==> src/rtl/fcmd_pkg.sv <==
package fcmd_pkg;
  localparam logic [7:0] CMD_KEY = 8'h5A;

  localparam logic [7:0] OP_DESC      = 8'h00;
  localparam logic [7:0] OP_WR        = 8'h01;
  localparam logic [7:0] OP_WR_LK     = 8'h02;
  localparam logic [7:0] OP_EWR       = 8'h03;
  localparam logic [7:0] OP_EWR_LK    = 8'h04;
  localparam logic [7:0] OP_ERASE_ALL = 8'h05;
  localparam logic [7:0] OP_ERASE_GRP = 8'h07;
  localparam logic [7:0] OP_LK_SET    = 8'h08;
  localparam logic [7:0] OP_LK_CLR    = 8'h09;
  localparam logic [7:0] OP_LK_GET    = 8'h0A;
  localparam logic [7:0] OP_NV_SET    = 8'h0B;
  localparam logic [7:0] OP_NV_CLR    = 8'h0C;
  localparam logic [7:0] OP_NV_GET    = 8'h0D;
  localparam logic [7:0] OP_UID_ON    = 8'h0E;
  localparam logic [7:0] OP_UID_OFF   = 8'h0F;

  typedef enum logic [1:0] {
    SEL_MODE = 2'd0,
    SEL_CMD  = 2'd1,
    SEL_STAT = 2'd2,
    SEL_RES  = 2'd3
  } reg_sel_e;

  localparam int STB_READY   = 0;
  localparam int STB_CMDERR  = 1;
  localparam int STB_LOCKERR = 2;
endpackage

==> src/rtl/fcmd_decode.sv <==
module fcmd_decode
  import fcmd_pkg::*;
#(
  parameter int NUM_PAGES      = 64,
  parameter int PAGES_PER_LOCK = 8,
  parameter int GPNVM_BITS     = 9,
  parameter logic [GPNVM_BITS-1:0] GPNVM_MASK = 9'h1BF,
  parameter logic [31:0] UID_WORD = 32'hC0DE_1234
) (
  input  logic [31:0]                            cmd_word,
  input  logic [NUM_PAGES/PAGES_PER_LOCK-1:0]    lock_q,
  input  logic [GPNVM_BITS-1:0]                  gp_q,
  output logic                                   key_ok,
  output logic                                   cmd_err,
  output logic                                   lock_err,
  output logic                                   long_op,
  output logic [NUM_PAGES/PAGES_PER_LOCK-1:0]    lock_set,
  output logic [NUM_PAGES/PAGES_PER_LOCK-1:0]    lock_clr,
  output logic [GPNVM_BITS-1:0]                  gp_set,
  output logic [GPNVM_BITS-1:0]                  gp_clr,
  output logic                                   res_load,
  output logic [31:0]                            res_val
);
  localparam int LOCKS = NUM_PAGES / PAGES_PER_LOCK;

  logic [7:0]  code;
  logic [31:0] arg, page_region;
  logic [31:0] grp_size, grp_start, grp_end;
  logic        page_ok, grp_ok, gp_ok;
  logic [LOCKS-1:0]      page_hit, grp_hit;
  logic [GPNVM_BITS-1:0] gp_hit;

  assign code        = cmd_word[7:0];
  assign arg         = {16'h0, cmd_word[23:8]};
  assign key_ok      = cmd_word[31:24] == CMD_KEY;
  assign page_region = arg / 32'(PAGES_PER_LOCK);
  assign page_ok     = arg < 32'(NUM_PAGES);

  // group size 4 << arg[1:0], start page is the argument with bits 1:0 cleared
  assign grp_size  = 32'd4 << cmd_word[9:8];
  assign grp_start = {16'h0, cmd_word[23:10], 2'b00};
  assign grp_end   = grp_start + grp_size;
  assign grp_ok    = ((grp_start & (grp_size - 32'd1)) == 32'd0) &&
                     (grp_end <= 32'(NUM_PAGES));

  for (genvar r = 0; r < LOCKS; r++) begin : g_region
    localparam logic [31:0] LO = 32'(r * PAGES_PER_LOCK);
    localparam logic [31:0] HI = 32'((r + 1) * PAGES_PER_LOCK);
    assign page_hit[r] = page_region == 32'(r);
    assign grp_hit[r]  = (grp_start < HI) && (grp_end > LO);
  end

  for (genvar b = 0; b < GPNVM_BITS; b++) begin : g_gpbit
    assign gp_hit[b] = GPNVM_MASK[b] && (arg == 32'(b));
  end
  assign gp_ok = |gp_hit;

  always_comb begin
    cmd_err  = 1'b0;
    lock_err = 1'b0;
    long_op  = 1'b0;
    lock_set = '0;
    lock_clr = '0;
    gp_set   = '0;
    gp_clr   = '0;
    res_load = 1'b0;
    res_val  = '0;
    case (code)
      OP_DESC: begin
        res_load = 1'b1;
        res_val  = {16'(NUM_PAGES), 8'(LOCKS), 8'(GPNVM_BITS)};
      end
      OP_WR, OP_WR_LK, OP_EWR, OP_EWR_LK: begin
        if (!page_ok)                    cmd_err  = 1'b1;
        else if (|(page_hit & lock_q))   lock_err = 1'b1;
        else begin
          long_op = 1'b1;
          if (code == OP_WR_LK || code == OP_EWR_LK) lock_set = page_hit;
        end
      end
      OP_ERASE_ALL: begin
        if (|lock_q) lock_err = 1'b1;
        else         long_op  = 1'b1;
      end
      OP_ERASE_GRP: begin
        if (!grp_ok)                   cmd_err  = 1'b1;
        else if (|(grp_hit & lock_q))  lock_err = 1'b1;
        else                           long_op  = 1'b1;
      end
      OP_LK_SET: begin
        if (!page_ok) cmd_err  = 1'b1;
        else          lock_set = page_hit;
      end
      OP_LK_CLR: begin
        if (!page_ok) cmd_err  = 1'b1;
        else          lock_clr = page_hit;
      end
      OP_LK_GET: begin
        res_load = 1'b1;
        res_val[LOCKS-1:0] = lock_q;
      end
      OP_NV_SET: begin
        if (!gp_ok) cmd_err = 1'b1;
        else        gp_set  = gp_hit;
      end
      OP_NV_CLR: begin
        if (!gp_ok) cmd_err = 1'b1;
        else        gp_clr  = gp_hit;
      end
      OP_NV_GET: begin
        res_load = 1'b1;
        res_val[GPNVM_BITS-1:0] = gp_q;
      end
      OP_UID_ON: begin
        res_load = 1'b1;
        res_val  = UID_WORD;
      end
      OP_UID_OFF: ;
      default: cmd_err = 1'b1;
    endcase
  end
endmodule

==> src/rtl/fcmd_bit_array.sv <==
module fcmd_bit_array #(
  parameter int WIDTH = 8,
  parameter logic [WIDTH-1:0] RESET_VAL = '0
) (
  input  logic             clk,
  input  logic             rst_n,
  input  logic [WIDTH-1:0] set_i,
  input  logic [WIDTH-1:0] clr_i,
  output logic [WIDTH-1:0] q
);
  for (genvar i = 0; i < WIDTH; i++) begin : g_bit
    always_ff @(posedge clk) begin
      if (!rst_n)        q[i] <= RESET_VAL[i];
      else if (set_i[i]) q[i] <= 1'b1;
      else if (clr_i[i]) q[i] <= 1'b0;
    end
  end


  set_clr_excl_chk: assert property (@(posedge clk) disable iff (!rst_n)
    (set_i & clr_i) == '0);


  set_lands_chk: assert property (@(posedge clk) disable iff (!rst_n)
    (set_i != '0) |=> ((q & $past(set_i)) == $past(set_i)));
endmodule

==> src/rtl/fcmd_busy_timer.sv <==
module fcmd_busy_timer #(
  parameter int CNT_W = 8
) (
  input  logic             clk,
  input  logic             rst_n,
  input  logic             start,
  input  logic [CNT_W-1:0] load,
  output logic             ready
);
  logic [CNT_W-1:0] cnt_q;

  always_ff @(posedge clk) begin
    if (!rst_n)              cnt_q <= '0;
    else if (start)          cnt_q <= load;
    else if (cnt_q != '0)    cnt_q <= cnt_q - 1'b1;
  end

  assign ready = cnt_q == '0;


  ready_drop_chk: assert property (@(posedge clk) disable iff (!rst_n)
    start |=> !ready);


  start_when_idle_chk: assert property (@(posedge clk) disable iff (!rst_n)
    start |-> ready);


  load_nonzero_chk: assert property (@(posedge clk) disable iff (!rst_n)
    start |-> load != '0);


  ready_holds_chk: assert property (@(posedge clk) disable iff (!rst_n)
    (ready && !start) |=> ready);
endmodule

==> src/rtl/flash_cmd_frontend.sv <==
module flash_cmd_frontend
  import fcmd_pkg::*;
#(
  parameter int NUM_PAGES      = 64,
  parameter int PAGES_PER_LOCK = 8,
  parameter int GPNVM_BITS     = 9,
  parameter logic [GPNVM_BITS-1:0] GPNVM_MASK  = 9'h1BF,
  parameter logic [GPNVM_BITS-1:0] GPNVM_RESET = '0,
  parameter logic [NUM_PAGES/PAGES_PER_LOCK-1:0] LOCK_RESET = '0,
  parameter int DELAY_W       = 8,
  parameter int DEFAULT_DELAY = 4,
  parameter int CTRL_CYCLES   = 2,
  parameter logic [31:0] UID_WORD = 32'hC0DE_1234
) (
  input  logic        clk,
  input  logic        rst_n,
  input  logic        req_valid,
  output logic        req_ready,
  input  logic        req_write,
  input  logic [1:0]  req_index,
  input  logic [31:0] req_wdata,
  output logic        rsp_valid,
  output logic [31:0] rsp_rdata
);
  localparam int LOCKS = NUM_PAGES / PAGES_PER_LOCK;

  reg_sel_e sel;
  logic wr, rd, cmd_try, cmd_fire, apply, ready;
  logic key_ok, cmd_err, lock_err, long_op, res_load;
  logic [LOCKS-1:0] lock_q, lock_set, lock_clr;
  logic [GPNVM_BITS-1:0] gp_q, gp_set, gp_clr;
  logic [31:0] res_val, result_q, rdata_d;
  logic [DELAY_W-1:0] mode_q, busy_load;
  logic cmd_err_q, lock_err_q;

  assign req_ready = 1'b1;
  assign sel      = reg_sel_e'(req_index);
  assign wr       = req_valid && req_write;
  assign rd       = req_valid && !req_write;
  assign cmd_try  = wr && sel == SEL_CMD && key_ok;
  assign cmd_fire = cmd_try && ready;
  assign apply    = cmd_fire && !cmd_err && !lock_err;

  fcmd_decode #(
    .NUM_PAGES(NUM_PAGES), .PAGES_PER_LOCK(PAGES_PER_LOCK),
    .GPNVM_BITS(GPNVM_BITS), .GPNVM_MASK(GPNVM_MASK), .UID_WORD(UID_WORD)
  ) u_decode (
    .cmd_word(req_wdata), .lock_q(lock_q), .gp_q(gp_q),
    .key_ok(key_ok), .cmd_err(cmd_err), .lock_err(lock_err), .long_op(long_op),
    .lock_set(lock_set), .lock_clr(lock_clr), .gp_set(gp_set), .gp_clr(gp_clr),
    .res_load(res_load), .res_val(res_val)
  );

  fcmd_bit_array #(.WIDTH(LOCKS), .RESET_VAL(LOCK_RESET)) u_locks (
    .clk(clk), .rst_n(rst_n),
    .set_i(lock_set & {LOCKS{apply}}), .clr_i(lock_clr & {LOCKS{apply}}),
    .q(lock_q)
  );

  fcmd_bit_array #(.WIDTH(GPNVM_BITS), .RESET_VAL(GPNVM_RESET)) u_gpnvm (
    .clk(clk), .rst_n(rst_n),
    .set_i(gp_set & {GPNVM_BITS{apply}}), .clr_i(gp_clr & {GPNVM_BITS{apply}}),
    .q(gp_q)
  );

  always_comb begin
    if (!long_op)            busy_load = DELAY_W'(CTRL_CYCLES);
    else if (mode_q == '0)   busy_load = DELAY_W'(1);
    else                     busy_load = mode_q;
  end

  fcmd_busy_timer #(.CNT_W(DELAY_W)) u_timer (
    .clk(clk), .rst_n(rst_n), .start(apply), .load(busy_load), .ready(ready)
  );

  always_ff @(posedge clk) begin
    if (!rst_n) begin
      mode_q     <= DELAY_W'(DEFAULT_DELAY);
      result_q   <= '0;
      cmd_err_q  <= 1'b0;
      lock_err_q <= 1'b0;
    end else begin
      if (wr && sel == SEL_MODE) mode_q <= req_wdata[DELAY_W-1:0];
      if (apply && res_load)     result_q <= res_val;
      if (rd && sel == SEL_STAT) begin
        cmd_err_q  <= 1'b0;
        lock_err_q <= 1'b0;
      end else if (cmd_fire) begin
        cmd_err_q  <= cmd_err_q | cmd_err;
        lock_err_q <= lock_err_q | lock_err;
      end
    end
  end

  always_comb begin
    rdata_d = '0;
    case (sel)
      SEL_MODE: rdata_d[DELAY_W-1:0] = mode_q;
      SEL_STAT: begin
        rdata_d[STB_READY]   = ready;
        rdata_d[STB_CMDERR]  = cmd_err_q;
        rdata_d[STB_LOCKERR] = lock_err_q;
      end
      SEL_RES:  rdata_d = result_q;
      default:  rdata_d = '0;
    endcase
  end

  always_ff @(posedge clk) begin
    if (!rst_n) begin
      rsp_valid <= 1'b0;
      rsp_rdata <= '0;
    end else begin
      rsp_valid <= rd;
      if (rd) rsp_rdata <= rdata_d;
    end
  end


  busy_ignore_chk: assert property (@(posedge clk) disable iff (!rst_n)
    (cmd_try && !ready) |=> ($stable(lock_q) && $stable(gp_q) && $stable(result_q)));


  lock_err_frozen_chk: assert property (@(posedge clk) disable iff (!rst_n)
    (cmd_fire && lock_err) |=> ($stable(lock_q) && ready && lock_err_q));


  stat_read_clears_chk: assert property (@(posedge clk) disable iff (!rst_n)
    (rd && sel == SEL_STAT) |=> (!cmd_err_q && !lock_err_q));


  bad_key_chk: assert property (@(posedge clk) disable iff (!rst_n)
    (wr && sel == SEL_CMD && !key_ok) |=>
      ($stable(lock_q) && $stable(gp_q) && $stable(cmd_err_q) && $stable(lock_err_q)));


  gp_outside_mask_chk: assert property (@(posedge clk) disable iff (!rst_n)
    $stable(gp_q & ~GPNVM_MASK));


  rsp_follows_read_chk: assert property (@(posedge clk) disable iff (!rst_n)
    rd |=> rsp_valid);
endmodule

==> config.mk <==
export PLATFORM = sky130hd
export DESIGN_NAME = flash_cmd_frontend
export DESIGN_NICKNAME = d
export VERILOG_FILES = /design/src/rtl/fcmd_pkg.sv /design/src/rtl/fcmd_decode.sv /design/src/rtl/fcmd_bit_array.sv /design/src/rtl/fcmd_busy_timer.sv /design/src/rtl/flash_cmd_frontend.sv
export SDC_FILE = /design/constraint.sdc
export NUM_CORES = 1
export LEC_CHECK = 0
export BUFFER_PORTS_ARGS = -buffer_cell sky130_fd_sc_hd__buf_2
export CORE_ASPECT_RATIO = 1.1
export CORE_MARGIN = 2
export CORE_UTILIZATION = 50
export DETAILED_ROUTE_END_ITERATION = 8
export MAX_ROUTING_LAYER = met4
export PLACE_DENSITY = 0.71
export SLEW_MARGIN = 20
export SYNTH_ARGS = -nofsm -noshare
export SYNTH_HDL_FRONTEND = slang
export SYNTH_SLANG_ARGS = --single-unit
==> constraint.sdc <==
create_clock -name clk -period 6.05 [get_ports clk]
set_input_delay 0.3025 -clock clk [delete_from_list [all_inputs] [get_ports clk]]
set_output_delay 0.3025 -clock clk [all_outputs]
set_load 0.02 [all_outputs]
Word-level counts from Yosys, hierarchy flattened
Index checks and enable logic that the tools add are counted.
{"block": "totals", "ff_bits": 100, "inputBits": 38}
{"block": "op_classes", "n_addsub": 3, "order_cmp": 18, "eq_ne": 32, "shifts": 1, "n_mux": 70, "n_bitwise": 10, "reduce_logical": 59}
{"cell": "> comparator 32 x 6 -> 1 bit (second input constant)", "count": 4}
{"cell": "zero test 32 bit", "count": 3}
{"cell": "2-to-1 mux 8 bit", "count": 9}
{"cell": "equality test 8 x 4 -> 1 bit (second input constant)", "count": 8}
{"cell": "> comparator 32 x 5 -> 1 bit (second input constant)", "count": 2}
{"cell": "< comparator 16 x 6 -> 1 bit (second input constant)", "count": 4}
{"cell": "equality test 13 x 3 -> 1 bit (second input constant)", "count": 4}
{"cell": "2-to-1 mux 1 bit", "count": 49}
{"cell": "equality test 16 x 3 -> 1 bit (second input constant)", "count": 3}
{"cell": "case mux 23 bit (2 select lines)", "count": 1}
{"cell": "nonzero test 2 bit", "count": 18}
{"cell": "adder 16 x 32 -> 32 bit", "count": 1}
{"cell": "bitwise AND 16 x 32 -> 32 bit", "count": 1}
{"cell": "bitwise AND 8 bit", "count": 4}
{"cell": "equality test 16 x 2 -> 1 bit (second input constant)", "count": 2}
{"cell": "> comparator 32 x 1 -> 1 bit (second input constant)", "count": 1}
{"cell": "> comparator 32 x 4 -> 1 bit (second input constant)", "count": 1}
{"cell": "less-or-equal comparator 32 x 7 -> 1 bit (second input constant)", "count": 1}
{"cell": "< comparator 16 x 5 -> 1 bit (second input constant)", "count": 2}
{"cell": "< comparator 16 x 7 -> 1 bit (second input constant)", "count": 2}
{"cell": "case mux 8 bit (4 select lines)", "count": 1}
{"cell": "OR reduction 8 bit", "count": 4}
{"cell": "left shift 3 x 2 -> 32 bit (first input constant)", "count": 1}
{"cell": "subtractor 32 x 1 -> 32 bit (second input constant)", "count": 1}
{"cell": "31 further kinds", "count": 66}

Depth between registers and ports, before layout
Gate-level depths: netlist (run 1).
{"block": "logic_depth", "depth_word": 14, "mapped_depth": 15, "ltp_nobuf": 13}

Modules after synthesis
A second synthesis (run 1) with hierarchy kept.
{"block": "hier_totals", "hier_cells": 722, "hier_area_um2": 6078.3}
{"module": "flash_cmd_frontend", "instances": 1, "cells_each": 342, "area_per_inst_um2": 3223.1}
{"module": "fcmd_decode", "instances": 1, "cells_each": 276, "area_per_inst_um2": 1676.6}
{"module": "fcmd_busy_timer", "instances": 1, "cells_each": 51, "area_per_inst_um2": 457.9}
{"module": "fcmd_bit_array (u_gpnvm)", "instances": 1, "cells_each": 28, "area_per_inst_um2": 382.9}
{"module": "fcmd_bit_array (u_locks)", "instances": 1, "cells_each": 25, "area_per_inst_um2": 337.8}

Least setup slack after synthesis (run 1)
OpenSTA, ideal clock, no wires.
{"block": "synth_timing", "path_type": "input -> register", "from": "in req_wdata[9]", "to": "reg u_timer.cnt_q[1]", "setup_ns": 0.121, "arrival_ns": 3.501, "slack_ns": 2.429, "stages": 13, "n_path_buf": 2, "path_cell_list": "buf_4 > nor2_1 > ha_1 > fa_1 > a31oi_2 > a31oi_2 > a211o_1 > a32oi_2 > nand4bb_1 > or2_2 > clkbuf_1 > o311ai_2 > mux2_2"}
{"block": "synth_via", "elab_chain_len": 12, "word_cells_on_any_way": 54, "cone_classes": "add/sub: 2; order compare: 10; eq/ne: 7; shift: 1; mux: 14; bitwise: 2; reduce/logical: 18"}
{"item": "from (decl)", "line": "flash_cmd_frontend.sv:21", "rtl": "input logic [31:0] req_wdata,"}
{"item": "left shift 3 x 2 -> 32 bit", "line": "fcmd_decode.sv:40", "rtl": "assign grp_size = 32'd4 << cmd_word[9:8];"}
{"item": "adder 16 x 32 -> 32 bit", "line": "fcmd_decode.sv:42", "rtl": "assign grp_end = grp_start + grp_size;"}
{"item": "> comparator 32 x 1 -> 1 bit (tied with other cells)", "line": "fcmd_decode.sv:50", "rtl": "assign grp_hit[r] = (grp_start < HI) && (grp_end > LO);"}
{"item": "logical AND 1 bit", "line": "fcmd_decode.sv:50"}
{"item": "bitwise AND 8 bit", "line": "fcmd_decode.sv:87", "rtl": "else if (|(grp_hit & lock_q)) lock_err = 1'b1;"}
{"item": "OR reduction 8 bit", "line": "fcmd_decode.sv:87"}
{"item": "2-to-1 mux 1 bit", "line": "fcmd_decode.sv:87"}
{"item": "2-to-1 mux 1 bit", "line": "fcmd_decode.sv:86", "rtl": "if (!grp_ok) cmd_err = 1'b1;"}
{"item": "case mux 1 bit (3 select lines)", "line": "fcmd_decode.sv:68", "rtl": "case (code)"}
{"item": "zero test 1 bit", "line": "flash_cmd_frontend.sv:42", "rtl": "assign apply = cmd_fire && !cmd_err && !lock_err;"}
{"item": "logical AND 1 bit", "line": "flash_cmd_frontend.sv:42"}
{"item": "2-to-1 mux 8 bit or nonzero test 2 bit (tied branches)"}
{"item": "to (signal assigned)", "line": "fcmd_busy_timer.sv:14", "rtl": "else if (start) cnt_q <= load;"}
{"item": "to (signal assigned)", "line": "fcmd_busy_timer.sv:15", "rtl": "else if (cnt_q != '0) cnt_q <= cnt_q - 1'b1;"}
{"item": "to (decl)", "line": "fcmd_busy_timer.sv:10", "rtl": "logic [CNT_W-1:0] cnt_q;"}
Several ways; a longest one is shown, not always the timed one.
A chain may end at the register's enable or synchronous reset.

Worst setup path after layout (run 1)
{"block": "layout_timing", "from": "in req_wdata[9]", "to": "reg result_q[11]"}
{"block": "layout_via", "elab_chain_len": 12, "word_cells_on_any_way": 48, "cone_classes": "add/sub: 2; order compare: 10; eq/ne: 7; shift: 1; mux: 8; bitwise: 2; reduce/logical: 18"}
{"item": "left shift 3 x 2 -> 32 bit", "line": "fcmd_decode.sv:40"}
{"item": "adder 16 x 32 -> 32 bit", "line": "fcmd_decode.sv:42"}
{"item": "> comparator 32 x 1 -> 1 bit (tied with other cells)", "line": "fcmd_decode.sv:50"}
{"item": "logical AND 1 bit", "line": "fcmd_decode.sv:50"}
{"item": "bitwise AND 8 bit", "line": "fcmd_decode.sv:87"}
{"item": "OR reduction 8 bit", "line": "fcmd_decode.sv:87"}
{"item": "2-to-1 mux 1 bit", "line": "fcmd_decode.sv:87"}
{"item": "2-to-1 mux 1 bit", "line": "fcmd_decode.sv:86"}
{"item": "case mux 1 bit (3 select lines)", "line": "fcmd_decode.sv:68"}
{"item": "zero test 1 bit", "line": "flash_cmd_frontend.sv:42"}
{"item": "logical AND 1 bit *", "line": "flash_cmd_frontend.sv:42"}
{"item": "logical AND 1 bit *", "line": "flash_cmd_frontend.sv:84", "rtl": "if (apply && res_load) result_q <= res_val;"}
{"item": "to (signal assigned)", "line": "flash_cmd_frontend.sv:84"}
{"item": "to (decl)", "line": "flash_cmd_frontend.sv:32", "rtl": "logic [31:0] res_val, result_q, rdata_d;"}
Every way passes the cells marked *; elsewhere a longest branch is shown, timed or not.

==> results.cfg, run 1 <==
[setup_path]
crit_top_cell = a31oi_2
startpoint_type = input pin
critical-path-max-stage-delay_ns = 0.68
cp_max_fo = 21
critPathKind = in -> reg
rr_worst_depth = 10
crit_chain = buf_2 -> nor2_1 -> ha_1 -> fa_1 -> a31oi_2 -> a31oi_2 -> a211o_1 -> a32oi_2 -> nand4bb_1 -> a211oi_4 -> and3_1 -> mux2i_1 -> nor2b_1
required_ns = 6.28
path_depth = 13
arrival_ns = 4.26
crit_buf_inv = 1
crit_family = compound AO/OA/AOI/OAI gates
slowest_stage = and3_1
crit_path_end_kind = flip-flop

[placed_design]
place_inst = 676
port_buffers = 58
place.gp.congestion = 0.905
dp_hpwl_mm = 8.31
dp_worst_setup_slack_ns = 1.67

[cts]
clk_pin_slew_worst_paths_ns = 0.07
cts_root_buf = clkbuf_8
clock-sinks = 59
cts_tree = done
h-tree-depth = 3
post_cts_resized = 0
clkLatencyLatePin_ns = 0.35
cts_setup_buffers = 0
cts_max_path_buffers = 2
ctsHoldBuffers = 0
numCtsBuffers = 9

[routing]
drc = 0
drt-wirelength-per-cell_um = 16.0
routed_wl_mm = 11.1
drtPass1Iterations = 5
avgViaCountPerCell = 6.06
drtIter0Drc = 378
antenna_left = 0
num_vias = 4196

[sta]
setup_ws_ns = 2.02
finalCriticalPeriod_ns = 4.03
slew_violations = 0
setup_viol = 0
period_share_pct = 66.6
slew_headroom_pct = 28.1
hold_viol_final = 0
rsz0062_at_grt = no
tns_ns = 0
tightest_slew_ns = 1.08
max_freq_ghz = 0.248
finalClockSkew_ns = 0.0117

[finish]
final_common_cell = nand2_1
syn_to_final_growth_pct = 8.09
post-route-util_pct = 56.0
multi_input_area_um2 = 2850
final_cell_mix = nand2_1 (76), dfxtp_1 (59), buf_2 (58)
final-instance-count-excl-fill = 692
fillers = 809
antenna_cells = 0
drive_gt1_share_pct = 15.3
layout.nets = 625
regArea_um2 = 1180

[power]
clockPowerShare_pct = 33.9
total_power_w = 0.00109
comb_power_share_pct = 26.0
ir_drop_uv = 137
p_int_w = 0.000733
swShare_pct = 32.7
seq_power_share_pct = 40.1
p_leak_nw = 1.87
power_density_nw_per_um2 = 231
power_switching_w = 0.000355

[synthesis]
ys_ff_latch = 59
async_reset_ff_share_pct = 0
netlist_area_um2 = 4360
ys.flop_type = dfxtp_1
ys_types = 77
yosysSeqAreaShare_pct = 27.1
yosysWarnings = 0
synth_area_per_cell_um2 = 7.88
synth-edff-count = 0
synthCells = 553

[grt]
busiest_layer = met2
antenna_found_initial = 0
grt_pass1_wl_mm = 18.2
use_met1_pct = 33.6
grt_util_met3_pct = 3.69
grt-ovfl-total = 0
grt_usage_pct = 24.6
grtUsageMet2_pct = 38.3
grt_pass1_vias = 3610
grt_start_max_net_pins = 68

[die]
core_area_um2 = 8410
fp-row-count = 35
initial_core_util_pct = 51.8
die_width_um = 93.0
fp.dieH_um = 102
io_pins = 72
die_area_um2 = 9480

[run_status]
status = finished, final reports clean

[run]
drv_cap = 0

[worst_hold_path]
hold_depth = 3
min_path_type = in -> reg
registers in the layout (all words and copies together), names as in the netlist:
name / count
result_q: 12
rsp_rdata: 12
u_gpnvm.q: 8
lock_err_q: 1
mode_q: 8
u_timer.cnt_q: 8
cmd_err_q: 1
u_locks.q: 8
rsp_valid: 1
per-layer routing:
metal / share of wire (%) / vias to the layer above
li1: - / 2063
met1: 45 / 1977
met2: 47 / 144
met3: 6.2 / 12
met4: 1.1 / 0
met5: 0 / -
kinds of logic (layout without fill, tap and decap cells):
logic type / count (synthesis) / count (layout) / synth area share (%)
xor+xnor: 15 / 15 / 3.33
other cells: 2 / 13 / 0.172
fa+ha+maj: 12 / 12 / 3.56
simple gates: 237 / 237 / 28.4
flops: 59 / 59 / 27.1
mux: 10 / 10 / 2.90
compound gates: 148 / 148 / 26.1
buf+inv: 70 / 87 / 8.44
metrics by stage:
step                hold WS (ns)  instance area, um^2
floorplan                  0.435                 4400
global placement           0.454                 4510
detailed placement         0.458                 4510
CTS                        0.223                 4710
global route               0.250                 4710
finish                     0.235                 4710
final timing paths:
| path | startpoint | endpoint | slack, ns |
|---|---|---|---|
| setup / recovery | req_wdata[9] | result_q[11]$_SDFFE_PN0P_ | 2.02 |
| hold / removal | req_wdata[7] | mode_q[7]$_SDFFE_PN0P_ | 0.23 |
| setup reg to reg | u_timer.cnt_q[0]$_SDFFE_PN0P_ | result_q[11]$_SDFFE_PN0P_ | 2.49 |
| hold reg to reg | rsp_rdata[22]$_SDFFE_PN0P_ | rsp_rdata[22]$_SDFFE_PN0P_ | 0.47 |
cells in the mapped netlist, types with 5 or more instances:
| cell | instances | share of area (%) |
|---|---|---|
| a21boi_0 | 13 | 2.2 |
| a21o_1 | 5 | 0.86 |
| a21oi_1 | 16 | 1.8 |
| a221oi_1 | 5 | 1.0 |
| a22o_1 | 5 | 1.0 |
| a22oi_1 | 9 | 1.5 |
| and2_1 | 6 | 0.86 |
| and3_1 | 7 | 1.0 |
| buf_2 | 6 | 0.69 |
| buf_4 | 26 | 4.5 |
| clkbuf_1 | 25 | 2.2 |
| dfxtp_1 | 59 | 27 |
| ha_1 | 10 | 2.9 |
| inv_1 | 13 | 1.1 |
| mux2i_1 | 7 | 1.6 |
| nand2_1 | 76 | 6.5 |
| nand2b_1 | 12 | 1.7 |
| nand3_1 | 27 | 3.1 |
| nand4_1 | 7 | 1.0 |
| nor2_1 | 32 | 2.8 |
| nor2b_1 | 19 | 2.7 |
| nor3_1 | 14 | 1.6 |
| nor4_1 | 8 | 1.1 |
| o211a_1 | 9 | 2.1 |
| o211ai_1 | 12 | 2.1 |
| o21ai_0 | 18 | 2.1 |
| o41ai_1 | 5 | 1.0 |
| xnor2_1 | 8 | 1.6 |
| xor2_1 | 6 | 1.2 |
final cells by class:
class | instances | area share (%)
clock buffer | 10 | 2.92
clock inverter | 6 | 1.35
inverter | 13 | 1.04
multi-input combinational | 435 | 60.5
sequential | 59 | 25.1
tap | 111 | 2.95
timing repair buffer | 58 | 6.16
power groups by stage:
stage               sequential, W  combinational (W)  clock [W]
floorplan                0.000440           0.000230          0
global placement         0.000443           0.000274          0
detailed placement       0.000445           0.000281          0
CTS                      0.000436           0.000283   0.000375
global route             0.000440           0.000320   0.000392
finish                   0.000436           0.000283   0.000368
worst min-delay path, stage by stage:
cell and delay [ns]:
buf_2 0.11, nand2_1 0.05, a21boi_0 0.06
No activity file was read; power rests on OpenSTA's default activity.
==> run 2, diff against run 1 <==
--- a/config.mk
+++ b/config.mk
@@ -11,7 +11,7 @@
 export CORE_UTILIZATION = 50
 export DETAILED_ROUTE_END_ITERATION = 8
 export MAX_ROUTING_LAYER = met4
-export PLACE_DENSITY = 0.71
+export PLACE_DENSITY = 0.74
 export SLEW_MARGIN = 20
 export SYNTH_ARGS = -nofsm -noshare
 export SYNTH_HDL_FRONTEND = slang
==> constraint.sdc (replaced) <==
create_clock -name clk -period 3.3 [get_ports clk]
set_input_delay 0.165 -clock clk [delete_from_list [all_inputs] [get_ports clk]]
set_output_delay 0.165 -clock clk [all_outputs]
set_load 0.02 [all_outputs]
==> run 2 against run 1 <==
Clock skew fell by 0.0039 ns. First-iteration DRC count fell by 38%. Flip-flop and latch count did not move. Hold slack got worse by 0.14 ns. Largest power group unchanged.
==> results.cfg, run 2 (synthesis results as in run 1) <==
[routing]
num_vias = 4377
antenna_left = 0
routed_wl_mm = 11.8
avgViaCountPerCell = 6.00
drtIter0Drc = 233
drt-wirelength-per-cell_um = 16.1
drtPass1Iterations = 5
drc = 0

[cts]
cts_setup_buffers = 0
h-tree-depth = 3
numCtsBuffers = 9
clock-sinks = 59
cts_tree = done
clkLatencyLatePin_ns = 0.34
post_cts_resized = 0
cts_max_path_buffers = 2
ctsHoldBuffers = 0
cts_root_buf = clkbuf_8
clk_pin_slew_worst_paths_ns = 0.07

[grt]
grt_usage_pct = 26.1
grt_pass1_vias = 4097
grt_start_max_net_pins = 41
antenna_found_initial = 0
grt_pass1_wl_mm = 19.3
grt-ovfl-total = 0

[die]
fp-row-count = 35
die_area_um2 = 9480
core_area_um2 = 8410
io_pins = 72
initial_core_util_pct = 51.8
fp.dieH_um = 102
die_width_um = 93.0

[sta]
holdWs_ns = 0.0990
hold_viol_final = 0
tns_ns = 0
rsz0062_at_grt = no
slew_violations = 0
tightest_slew_ns = 0.875
finalClockSkew_ns = 0.00784
finalCriticalPeriod_ns = 3.10
slew_headroom_pct = 41.1
setup_viol = 0
period_share_pct = 94.0
max_freq_ghz = 0.322

[run]
drv_cap = 0

[power]
power_density_nw_per_um2 = 418
ir_drop_uv = 213
p_leak_nw = 2.09

[finish]
top_regs = result_q: 12 flops, rsp_rdata: 12 flops
drive_gt1_share_pct = 21.0
fillers = 760
antenna_cells = 0
final_common_cell = nand2_1
final_cell_mix = nand2_1 (76), dfxtp_1 (59), buf_2 (58)
syn_to_final_growth_pct = 16.3
regArea_um2 = 1180
fin_area_um2 = 5070
multi_input_area_um2 = 2880
final-instance-count-excl-fill = 730
layout.nets = 664

[run_status]
status = finished, final reports clean

[worst_hold_path]
min_path_type = in -> reg

[placed_design]
place_area_um2 = 4830
port_buffers = 58
place_inst = 715
dp_hpwl_mm = 9.10
place.gp.congestion = 0.888

[setup_path]
crit_path_end_kind = flip-flop
cp_max_fo = 6
startpoint_type = input pin
required_ns = 3.57
arrival_ns = 3.37
critPathKind = in -> reg
==> run 2: changes by cell type in the layout (fill, tap and decap cells not counted), sizes merged <==
cell	change
buf	+39
bufinv	+1
inv	-1
clkbuf	+1
clkinvlp	-2
==> run 2: final timing paths <==
path / startpoint / end / slack, ns / depth (start not counted)
setup / recovery: req_wdata[9] / u_timer.cnt_q[4]$_SDFFE_PN0P_ / 0.20 / 15
hold reg to reg: rsp_rdata[11]$_SDFFE_PN0P_ / rsp_rdata[11]$_SDFFE_PN0P_ / 0.47 / 2
hold / removal: req_wdata[4] / mode_q[4]$_SDFFE_PN0P_ / 0.1 / 3
setup reg to reg: u_timer.cnt_q[0]$_SDFFE_PN0P_ / u_locks.q[4]$_SDFFE_PN0P_ / 0.22 / 11
==> run 2: critical path: stages <==
cell and delay, ns:
buf_2 0.11, nor2_1 0.06, ha_1 0.21, fa_2 0.39
a31oi_2 0.18, a31oi_2 0.17, a211o_1 0.33, a32oi_2 0.26
and4b_1 0.30, a21oi_1 0.06, nor4_1 0.39, o211a_1 0.25
o21ai_2 0.14, buf_4 0.18, o21ai_0 0.17
==> run 2: metal layers <==
| layer | global-route usage (%) | wire length (um) | up-vias |
|---|---|---|---|
| met5 | - | 0 | - |
| met4 | 11.7 | 388 | 0 |
| met3 | 5.53 | 727 | 32 |
| met2 | 42.4 | 5650 | 167 |
| met1 | 31.4 | 5010 | 2030 |
| li1 | - | - | 2148 |
==> run 2: final cells by class <==
cell class	instances	share of cell area (%)
Clock buffer	11	2.99
Clock inverter	4	1.46
Inverter	13	0.962
Multi-Input combinational cell	435	56.8
Sequential cell	59	23.3
Tap cell	111	2.74
Timing Repair Buffer	97	11.7
==> run 2: power breakdown <==
part           leakage (nW)  switching, W  internal (W)
clock                 0.115      0.000295      0.000462
combinational          1.50      0.000320      0.000242
sequential            0.477     0.0000428      0.000758
total                  2.09      0.000657       0.00146
==> run 2: metrics by stage <==
step,setup slack (ns),power [W],utilization (%)
final,0.198,0.00212,60.3
after global routing,0.00256,0.00223,60.3
after CTS,0.166,0.00211,60.2
after detailed placement,-0.127,0.00137,57.5
after global placement,0.000359,0.00135,57.5
after floorplan,0.00389,0.00123,-
